`config.mk`:
```
export PLATFORM = sky130hd
export DESIGN_NAME = sparse_xlat
export DESIGN_NICKNAME = d
export VERILOG_FILES = /design/src/rtl/sparse_xlat_pkg.sv /design/src/rtl/sparse_ext_reg.sv /design/src/rtl/sparse_decode.sv /design/src/rtl/sparse_lane.sv /design/src/rtl/sparse_xlat.sv
export SDC_FILE = /design/constraint.sdc
export NUM_CORES = 1
export LEC_CHECK = 0
export BUFFER_PORTS_ARGS = -buffer_cell sky130_fd_sc_hd__buf_2
export CAP_MARGIN = 20
export CORE_MARGIN = 2
export CORE_UTILIZATION = 55
export CTS_CLUSTER_SIZE = 28
export DETAILED_ROUTE_END_ITERATION = 8
export PLACE_DENSITY_LB_ADDON = 0.1
export REMOVE_ABC_BUFFERS = 1
export SKIP_CTS_REPAIR_TIMING = 1
export SLEW_MARGIN = 20
export SYNTH_ARGS = -nofsm -noshare
export SYNTH_HDL_FRONTEND = slang
export SYNTH_SLANG_ARGS = --single-unit
```
`constraint.sdc`:
```
create_clock -name clk_i -period 3.19 [get_ports clk_i]
set_clock_uncertainty 0.2 [all_clocks]
set_input_delay 0.319 -clock clk_i [delete_from_list [all_inputs] [get_ports clk_i]]
set_output_delay 0.319 -clock clk_i [all_outputs]
set_load 0.01 [all_outputs]
```
`src/rtl/sparse_xlat_pkg.sv`:
```
package sparse_xlat_pkg;

  localparam int LANES  = 4;
  localparam int LANE_W = 8;
  localparam int DW     = LANES * LANE_W;

  typedef enum logic [1:0] {
    SZ_BYTE = 2'd0,
    SZ_WORD = 2'd1,
    SZ_RSVD = 2'd2,
    SZ_LONG = 2'd3
  } size_e;

  typedef enum logic [1:0] {
    ST_IDLE,
    ST_BUS,
    ST_RSP
  } state_e;

  typedef struct packed {
    size_e      size;
    logic [1:0] lane;
  } lane_sel_t;

endpackage

```
`src/rtl/sparse_ext_reg.sv`:
```
module sparse_ext_reg #(
  parameter int EXT_W = 5
) (
  input  logic             clk_i,
  input  logic             rst_ni,
  input  logic             we_i,
  input  logic [EXT_W-1:0] wdata_i,
  output logic [EXT_W-1:0] q_o
);

  always_ff @(posedge clk_i or negedge rst_ni) begin
    if (!rst_ni)   q_o <= '0;
    else if (we_i) q_o <= wdata_i;
  end

endmodule

```
`src/rtl/sparse_decode.sv`:
```
module sparse_decode
  import sparse_xlat_pkg::*;
#(
  parameter int HADDR_W    = 34,
  parameter int PADDR_W    = 32,
  parameter int OFS_W      = 27,
  parameter int MEM_REGION = 0,
  parameter int IO_REGION  = 1,
  localparam int EXT_W     = PADDR_W - OFS_W,
  localparam int REG_W     = HADDR_W - OFS_W - 5
) (
  input  logic [HADDR_W-1:0] addr_i,
  input  logic               quad_i,
  input  logic [EXT_W-1:0]   ext_i,
  output logic [PADDR_W-1:0] pci_addr_o,
  output logic               io_o,
  output lane_sel_t          sel_o,
  output logic [LANES-1:0]   be_o,
  output logic               err_o
);

  logic [REG_W-1:0] region;
  logic [OFS_W-1:0] ofs;
  size_e            size;
  logic             hit_mem, hit_io;
  logic             unused_low;

  assign region     = addr_i[HADDR_W-1 -: REG_W];
  assign ofs        = addr_i[OFS_W+4:5];
  assign size       = size_e'(addr_i[4:3]);
  assign unused_low = ^addr_i[2:0];

  assign hit_mem = (region == REG_W'(MEM_REGION));
  assign hit_io  = (region == REG_W'(IO_REGION));

  // I/O space never takes the extension bits
  assign pci_addr_o = {hit_io ? {EXT_W{1'b0}} : ext_i, ofs[OFS_W-1:2], 2'b00};
  assign io_o       = hit_io;
  assign sel_o      = '{size: size, lane: ofs[1:0]};

  always_comb begin
    unique case (size)
      SZ_BYTE: be_o = 4'b0001 << ofs[1:0];
      SZ_WORD: be_o = 4'b0011 << ofs[1:0];
      SZ_LONG: be_o = 4'b1111;
      default: be_o = 4'b0000;
    endcase
  end

  assign err_o = !(hit_mem || hit_io)
              || (size == SZ_RSVD)
              || (size == SZ_WORD && ofs[1:0] == 2'd3)
              || (quad_i && size != SZ_LONG);

endmodule

```
`src/rtl/sparse_lane.sv`:
```
module sparse_lane
  import sparse_xlat_pkg::*;
(
  input  lane_sel_t        sel_i,
  input  logic             hi_i,
  input  logic [2*DW-1:0]  wdata_i,
  input  logic [DW-1:0]    pci_rdata_i,
  output logic [DW-1:0]    pci_wdata_o,
  output logic [DW-1:0]    rdata_o
);

  logic [4:0]    shift;
  logic [DW-1:0] rsh;

  assign shift = {sel_i.lane, 3'b000};
  assign rsh   = pci_rdata_i >> shift;

  always_comb begin
    unique case (sel_i.size)
      SZ_BYTE: begin
        pci_wdata_o = {{(DW-8){1'b0}}, wdata_i[7:0]} << shift;
        rdata_o     = {{(DW-8){1'b0}}, rsh[7:0]};
      end
      SZ_WORD: begin
        pci_wdata_o = {{(DW-16){1'b0}}, wdata_i[15:0]} << shift;
        rdata_o     = {{(DW-16){1'b0}}, rsh[15:0]};
      end
      default: begin
        pci_wdata_o = hi_i ? wdata_i[2*DW-1:DW] : wdata_i[DW-1:0];
        rdata_o     = pci_rdata_i;
      end
    endcase
  end

endmodule

```
`src/rtl/sparse_xlat.sv`:
```
module sparse_xlat
  import sparse_xlat_pkg::*;
#(
  parameter int HADDR_W    = 34,
  parameter int PADDR_W    = 32,
  parameter int OFS_W      = 27,
  parameter int MEM_REGION = 0,
  parameter int IO_REGION  = 1,
  localparam int EXT_W     = PADDR_W - OFS_W
) (
  input  logic               clk_i,
  input  logic               rst_ni,
  input  logic               req_valid_i,
  output logic               req_ready_o,
  input  logic [HADDR_W-1:0] req_addr_i,
  input  logic               req_write_i,
  input  logic               req_quad_i,
  input  logic [2*DW-1:0]    req_wdata_i,
  output logic               rsp_valid_o,
  input  logic               rsp_ready_i,
  output logic [2*DW-1:0]    rsp_rdata_o,
  output logic               rsp_err_o,
  input  logic               csr_we_i,
  input  logic [EXT_W-1:0]   csr_wdata_i,
  output logic               pci_req_o,
  input  logic               pci_ack_i,
  output logic               pci_io_o,
  output logic               pci_write_o,
  output logic [PADDR_W-1:0] pci_addr_o,
  output logic [LANES-1:0]   pci_be_o,
  output logic [DW-1:0]      pci_wdata_o,
  input  logic [DW-1:0]      pci_rdata_i
);

  state_e             state_q;
  logic [EXT_W-1:0]   ext_q;
  logic [PADDR_W-1:0] dec_addr, addr_q;
  logic               dec_io, dec_err;
  lane_sel_t          dec_sel, sel_q;
  logic [LANES-1:0]   dec_be, be_q;
  logic               io_q, write_q, quad_q, beat_q, err_q;
  logic [2*DW-1:0]    wdata_q, rdata_q;
  logic [DW-1:0]      lane_rd;

  sparse_ext_reg #(.EXT_W(EXT_W)) ext_i (
    .clk_i   (clk_i),
    .rst_ni  (rst_ni),
    .we_i    (csr_we_i),
    .wdata_i (csr_wdata_i),
    .q_o     (ext_q)
  );

  sparse_decode #(
    .HADDR_W    (HADDR_W),
    .PADDR_W    (PADDR_W),
    .OFS_W      (OFS_W),
    .MEM_REGION (MEM_REGION),
    .IO_REGION  (IO_REGION)
  ) dec_i (
    .addr_i     (req_addr_i),
    .quad_i     (req_quad_i),
    .ext_i      (ext_q),
    .pci_addr_o (dec_addr),
    .io_o       (dec_io),
    .sel_o      (dec_sel),
    .be_o       (dec_be),
    .err_o      (dec_err)
  );

  sparse_lane lane_i (
    .sel_i       (sel_q),
    .hi_i        (beat_q),
    .wdata_i     (wdata_q),
    .pci_rdata_i (pci_rdata_i),
    .pci_wdata_o (pci_wdata_o),
    .rdata_o     (lane_rd)
  );

  // the whole beat is latched at accept, so ext changes after that are invisible
  always_ff @(posedge clk_i or negedge rst_ni) begin
    if (!rst_ni) begin
      state_q <= ST_IDLE;
      addr_q  <= '0;
      io_q    <= 1'b0;
      write_q <= 1'b0;
      quad_q  <= 1'b0;
      beat_q  <= 1'b0;
      sel_q   <= '0;
      be_q    <= '0;
      wdata_q <= '0;
      rdata_q <= '0;
      err_q   <= 1'b0;
    end else begin
      unique case (state_q)
        ST_IDLE: if (req_valid_i) begin
          addr_q  <= dec_addr;
          io_q    <= dec_io;
          write_q <= req_write_i;
          quad_q  <= req_quad_i;
          beat_q  <= 1'b0;
          sel_q   <= dec_sel;
          be_q    <= dec_be;
          wdata_q <= req_wdata_i;
          rdata_q <= '0;
          err_q   <= dec_err;
          state_q <= dec_err ? ST_RSP : ST_BUS;
        end
        ST_BUS: if (pci_ack_i) begin
          if (!write_q) begin
            if (beat_q) rdata_q[2*DW-1:DW] <= lane_rd;
            else        rdata_q[DW-1:0]    <= lane_rd;
          end
          if (quad_q && !beat_q) begin
            beat_q <= 1'b1;
            addr_q <= {addr_q[PADDR_W-1:OFS_W], addr_q[OFS_W-1:0] + OFS_W'(4)};
          end else begin
            state_q <= ST_RSP;
          end
        end
        ST_RSP: if (rsp_ready_i) state_q <= ST_IDLE;
        default: state_q <= ST_IDLE;
      endcase
    end
  end

  assign req_ready_o = (state_q == ST_IDLE);
  assign pci_req_o   = (state_q == ST_BUS);
  assign rsp_valid_o = (state_q == ST_RSP);
  assign pci_io_o    = io_q;
  assign pci_write_o = write_q;
  assign pci_addr_o  = addr_q;
  assign pci_be_o    = be_q;
  assign rsp_rdata_o = rdata_q;
  assign rsp_err_o   = err_q;

  // R1, R5 and R8 rejections share this path
  p_err_no_cycle_r2: assert property (@(posedge clk_i) disable iff (!rst_ni)
    req_valid_i && req_ready_o && dec_err |=> rsp_valid_o && rsp_err_o && !pci_req_o);

  p_byte_be_r4: assert property (@(posedge clk_i) disable iff (!rst_ni)
    pci_req_o && sel_q.size == SZ_BYTE |-> $countones(pci_be_o) == 1);

  p_word_be_r5: assert property (@(posedge clk_i) disable iff (!rst_ni)
    pci_req_o && sel_q.size == SZ_WORD |-> $countones(pci_be_o) == 2);

  p_quad_step_r8: assert property (@(posedge clk_i) disable iff (!rst_ni)
    pci_req_o && pci_ack_i && quad_q && !beat_q |=>
      pci_req_o && pci_addr_o[OFS_W-1:0] == $past(pci_addr_o[OFS_W-1:0]) + OFS_W'(4));

  p_bus_hold_r10: assert property (@(posedge clk_i) disable iff (!rst_ni)
    pci_req_o && !pci_ack_i |=> pci_req_o && $stable(pci_addr_o)
      && $stable(pci_be_o) && $stable(pci_wdata_o));

  p_rsp_hold_r10: assert property (@(posedge clk_i) disable iff (!rst_ni)
    rsp_valid_o && !rsp_ready_i |=> rsp_valid_o && $stable(rsp_rdata_o) && $stable(rsp_err_o));

endmodule

```
==> results.cfg, run 1 <==
[setup_path]
cpPeakStageDelay_ns = 0.68
worstPathArrival_ns = 2.57
r2r-end = pci_addr_o[7]
path_class = flip-flop to primary output
reg2reg_depth = 6
crit_fanout = 9
worst-path-buf-inv = 1
critPathLaunch = sel_q[1]
crit_family = simple AND/OR/NAND/NOR gates
rr_startpoint = state_q[1]
cp.depth = 5
worstPathCellList = nor2b_1, and2_1, a221oi_1, a21oi_1, buf_2
worstSetupEndpointType = primary output
cpMaxStageDelayCell = nor2b_1
cp.required_ns = 2.67
critPathLaunchType = flip-flop
ff2ff_setup_slack_ns = 0.80
crit_end = pci_wdata_o[22]

[floorplanning]
die_height_um = 130
die_area_um2 = 16900
core-area_um2 = 15700
num_rows = 46
die_x_um = 130
start_util_pct = 55.5
pin_count = 281

[sta]
period_needed_ns = 3.09
slew_headroom_pct = 41.5
hold_ws_ns = -0.0389
max_freq_ghz = 0.323
tightest_slew_ns = 0.876
fin_ws_ns = 0.0965
fin_crit_sh_pct = 97.0
setup_viol = 0
final-max-slew-violation-count = 0
final_hold_viol_count = 18

[placement]
dpl.hpwl_mm = 16.8
dp_slack_ns = 0.659
portBuffers = 275
routabilityCongestion = 0.826

[route]
post_drt_wl_per_cell_um = 16.9
drt_iter0_drc = 670
drc = 0
vias = 8762
vias_per_cell = 5.53
antenna_left = 0
dr.pass1.iters = 5
drt_wl_total_mm = 26.7

[synth]
syn_area_per_cell_um2 = 8.49
yosys_warnings = 0
async_flop_share_pct = 100
syn_area_um2 = 8720
synth_cells = 1027
ys.flop_type = dfrtp_1
ys_ff_latch = 178
ys_seq_area_share_pct = 51.1
netlist-cell-type-count = 53
synth-edff-count = 0

[clock_tree]
numCtsBuffers = 17
insertion_delay_ns = 0.42
clockBufferDepth = 2
cts_sinks = 178
root_buffer = clkbuf_16
clk_pin_slew_worst_paths_ns = 0.07
cts_tree = yes
htree_levels = 4

[run_status]
status = complete, but fails checks
violations = hold timing

[layout]
nets = 1500
area_growth_pct = 34.1
nFillCells = 1223
final_layout_size_suffix_gt1_share_pct = 26.5
fin_util_pct = 74.4
diodes = 0

[global_routing]
first_global_vias = 7643
antenna_found_initial = 0
grt_pass1_wl_mm = 38.7
grt_max_degree = 78
grt.total_usage_pct = 28.9
grt_overflow = 0

[power]
p_total_mw = 9.85
p_leak_nw = 5.85
p_per_area_nw_per_um2 = 842
peakVddDrop_v = 0.000537

[worst_hold_path]
hp-class = input port to flip-flop

[run]
drv_cap = 0
## layout by cell type, fill, tap and decap left out, types with 3 or more instances in the layout
| cell type | n |
|---|---|
| inv_6 | 4 |
| o31ai_1 | 3 |
| o21ai_0 | 114 |
| a211oi_1 | 11 |
| and3_1 | 12 |
| mux2_2 | 29 |
| dfrtp_1 | 176 |
| a21oi_1 | 54 |
| buf_4 | 15 |
| nor3_1 | 12 |
| nand2_1 | 369 |
| dlygate4sd3_1 | 91 |
| nand4_1 | 8 |
| nor2b_1 | 15 |
| clkbuf_16 | 17 |
| xnor2_1 | 4 |
| nor2_1 | 33 |
| a221oi_1 | 8 |
| nand3_1 | 17 |
| clkinvlp_4 | 4 |
| o22ai_1 | 7 |
| nand4b_1 | 3 |
| a32oi_1 | 8 |
| mux2i_1 | 17 |
| a2bb2oi_1 | 3 |
| inv_1 | 5 |
| nand2b_1 | 5 |
| and2_1 | 4 |
| buf_2 | 274 |
## metrics by stage
stage / TNS (ns) / area [um2] / cells
global route: -0.00376 / 11700 / 1584
CTS: 0 / 10800 / 1493
detailed placement: 0 / 10200 / 1462
global placement: 0 / 10200 / 1462
floorplan: 0 / 8410 / 954
finish: 0 / 11700 / 1584
## registers in the layout, summed over array words and instances, names as in the netlist
register and flops:
rsp_rdata_o 64, wdata_q 64, pci_addr_o 30, ext_i.q_o 5
pci_be_o 4, sel_q 4, state_q 2, beat_q 1
pci_io_o 1, pci_write_o 1, quad_q 1, rsp_err_o 1
## worst reg2reg max path, cell delays in order, from the launching register on
cell,delay [ns]
dfrtp_1,0.51
nand2b_1,0.24
inv_2,0.29
buf_4,0.32
nand3_1,0.30
o32ai_1,0.34
nor2_1,0.08
## logic make-up after synthesis
group	Yosys count	synth area share [%]
mux	46	5.70
flops	178	51.1
xor+xnor	6	0.603
buf+inv	80	3.87
compound gates	223	14.6
fa+ha+maj	1	0.143
simple gates	492	23.9
other cells	1	0.0430
## worst min-delay path by stage
stage	from	endpoint	slack, ns	depth (start not counted)
after floorplan	rst_ni	beat_q	-0.18	0
after global placement	rst_ni	pci_addr_o[26]	0.13	1
after detailed placement	rst_ni	pci_addr_o[26]	0.13	1
after CTS	rst_ni	pci_addr_o[24]	-0.32	1
after global routing	pci_rdata_i[20]	rsp_rdata_o[52]	0.0007	3
final	pci_rdata_i[26]	rsp_rdata_o[26]	-0.04	3
## power by group
| part | switching [mW] | internal, mW |
|---|---|---|
| clock | 0.903 | 1.10 |
| sequential | 0.725 | 3.00 |
| combinational | 2.50 | 1.62 |
## Yosys cell counts (11+ instances only)
cell,instances,area [um2]
nor3_1,12,60.1
nor2b_1,15,93.8
a211oi_1,11,82.6
clkbuf_1,51,191
nand3_1,17,85.1
dfrtp_1,178,4450
nor2_1,33,124
o21ai_0,114,571
and3_1,12,75.1
mux2i_1,17,170
nand2_1,369,1390
buf_2,18,90.1
mux2_2,29,327
a21oi_1,54,270
## layer usage
| layer | global-route usage (%) | wire [um] |
|---|---|---|
| met1 | 40.2 | 11100 |
| met4 | 9.55 | 782 |
| met2 | 45.2 | 12900 |
| met3 | 6.85 | 1990 |
| met5 | 0 | 0 |
## area by class of cell
cell class                      count  area (um2)  share of cell area [%]
Inverter                            6        22.5                   0.193
Clock inverter                     11         105                   0.899
Timing Repair Buffer              383        2450                    20.9
Tap cell                          216         270                    2.31
Multi-Input combinational cell    770        3940                    33.7
Sequential cell                   178        4460                    38.1
Clock buffer                       20         447                    3.82
No activity file was read; power rests on OpenSTA's default activity.
==> inputs of run 2 (changes only) <==
CORE_UTILIZATION = 57   (was 55)
CTS_BUF_LIST = sky130_fd_sc_hd__clkbuf_4   (was not set)
SETUP_SLACK_MARGIN = 0.4   (was not set)
==> run 2 against run 1 <==
Effect of this change:
- the flow now finishes without violations
- hold slack improved by 0.040 ns
- clock power fell by 37%
- total power decreased by 5.7%
- combinational power is 6.1% higher
==> results.cfg, run 2 (synthesis results as in run 1) <==
[sta]
hold_ws_ns = 0.00134
final-max-slew-violation-count = 0
max_freq_ghz = 0.377
rsz0062_at_grt = yes
setup_viol = 0
tightest_slew_ns = 0.737
slew_headroom_pct = 50.9
period_needed_ns = 2.65
fin_ws_ns = 0.538
final_hold_viol_count = 0
fin_crit_sh_pct = 83.1
timing.setup.tns_ns = 0

[layout]
mostFrequentLayoutCells = 369 x nand2_1, 274 x buf_2, 176 x dfrtp_1
final_cell_area_um2 = 11900
fin_util_pct = 79.1
nets = 1552
nFillCells = 1013
final_layout_size_suffix_gt1_share_pct = 26.0
instances_no_fill = 1609
area_growth_pct = 36.8
final_common_cell = nand2_1

[floorplanning]
die_area_um2 = 16300
pin_count = 281
num_rows = 45
die_height_um = 128
start_util_pct = 57.8
die_x_um = 128
core-area_um2 = 15100

[clock_tree]
numCtsBuffers = 17
insertion_delay_ns = 0.56
cts_sinks = 178
cts_tree = yes
clk_pin_slew_worst_paths_ns = 0.14
root_buffer = clkbuf_4
clockBufferDepth = 2
htree_levels = 4

[route]
drt_wl_total_mm = 27.7
vias = 9064
post_drt_wl_per_cell_um = 17.2
antenna_left = 0
drc = 0
vias_per_cell = 5.63
dr.pass1.iters = 5
drt_iter0_drc = 744

[run_status]
status = finished, final reports clean

[setup_path]
worstSetupEndpointType = primary output
crit_fanout = 29
cpPeakStageDelay_ns = 0.44
cpMaxStageDelayCell = dfrtp_1
worstPathArrival_ns = 2.13
worstPathCellList = buf_6, nor2b_4, a221oi_1, a21oi_1, buf_2
path_class = flip-flop to primary output
cp.required_ns = 2.67
critPathLaunchType = flip-flop

[global_routing]
grt_overflow = 0
grt_pass1_wl_mm = 39.4
grt_max_degree = 79
first_global_vias = 7695
grt.total_usage_pct = 30.5
antenna_found_initial = 1

[placement]
portBuffers = 275
dpl_cell_area_um2 = 10200
dp_slack_ns = 0.674
routabilityCongestion = 0.908
dp.cells = 1435
dpl.hpwl_mm = 16.9

[power]
peakVddDrop_v = 0.000460
p_total_mw = 9.28
p_leak_nw = 5.97
p_per_area_nw_per_um2 = 778

[run]
drv_cap = 0

[worst_hold_path]
hp-class = input port to flip-flop
run 2: cell count changes in the layout (fill, tap and decap cells not counted), sizes merged:
cell         change
clkinvlp         -2
dlygate4sd3     +50
clkinv           +4
buf              +2
clkbuf           -1
inv              -2
bufinv           +1
diode            +1
run 2: layout make-up:
type	count	area [um2]	share of cell area [%]
clock inverter	12	133	1.11
tap	188	235	1.97
inverter	6	23.8	0.199
multi-input combinational	770	3970	33.2
timing repair buffer	435	2970	24.9
clock buffer	19	143	1.20
antenna	1	2.50	0.0210
sequential	178	4460	37.3
run 2: worst max-delay path: cells and delay by family, from the launching register on:
| kind | cells | cell delay, ns |
|---|---|---|
| AOI/OAI and AO/OA | 2 | 0.32 |
| buffers and inverters | 2 | 0.45 |
| DFF | 1 | 0.44 |
| and+or+nand+nor | 1 | 0.36 |
run 2: path summary, 6_finish.rpt:
check	start	to	slack (ns)	cells past startpoint
worst max-delay path	sel_q[1]	pci_wdata_o[20]	0.54	5
min in group asynchronous	rst_ni	pci_addr_o[25]	0.15	2
max in group asynchronous	rst_ni	wdata_q[4]	1.78	3
worst min-delay path	pci_rdata_i[0]	rsp_rdata_o[0]	0.001	4
worst max register to register	state_q[1]	pci_addr_o[17]	0.78	7
worst min register to register	pci_addr_o[28]	pci_addr_o[28]	0.28	2
run 2: layer usage:
metal	track usage, %	share of wire (%)
met1	41.9	41
met2	48.4	49
met3	6.64	7.1
met4	10.3	3.1
met5	0	0
run 2: where the power goes:
part	internal (mW)	total [mW]	switching (mW)
Clock	0.483	1.27	0.787
Combinational	1.72	4.37	2.65
Sequential	2.99	3.65	0.660
Total	5.19	9.28	4.10
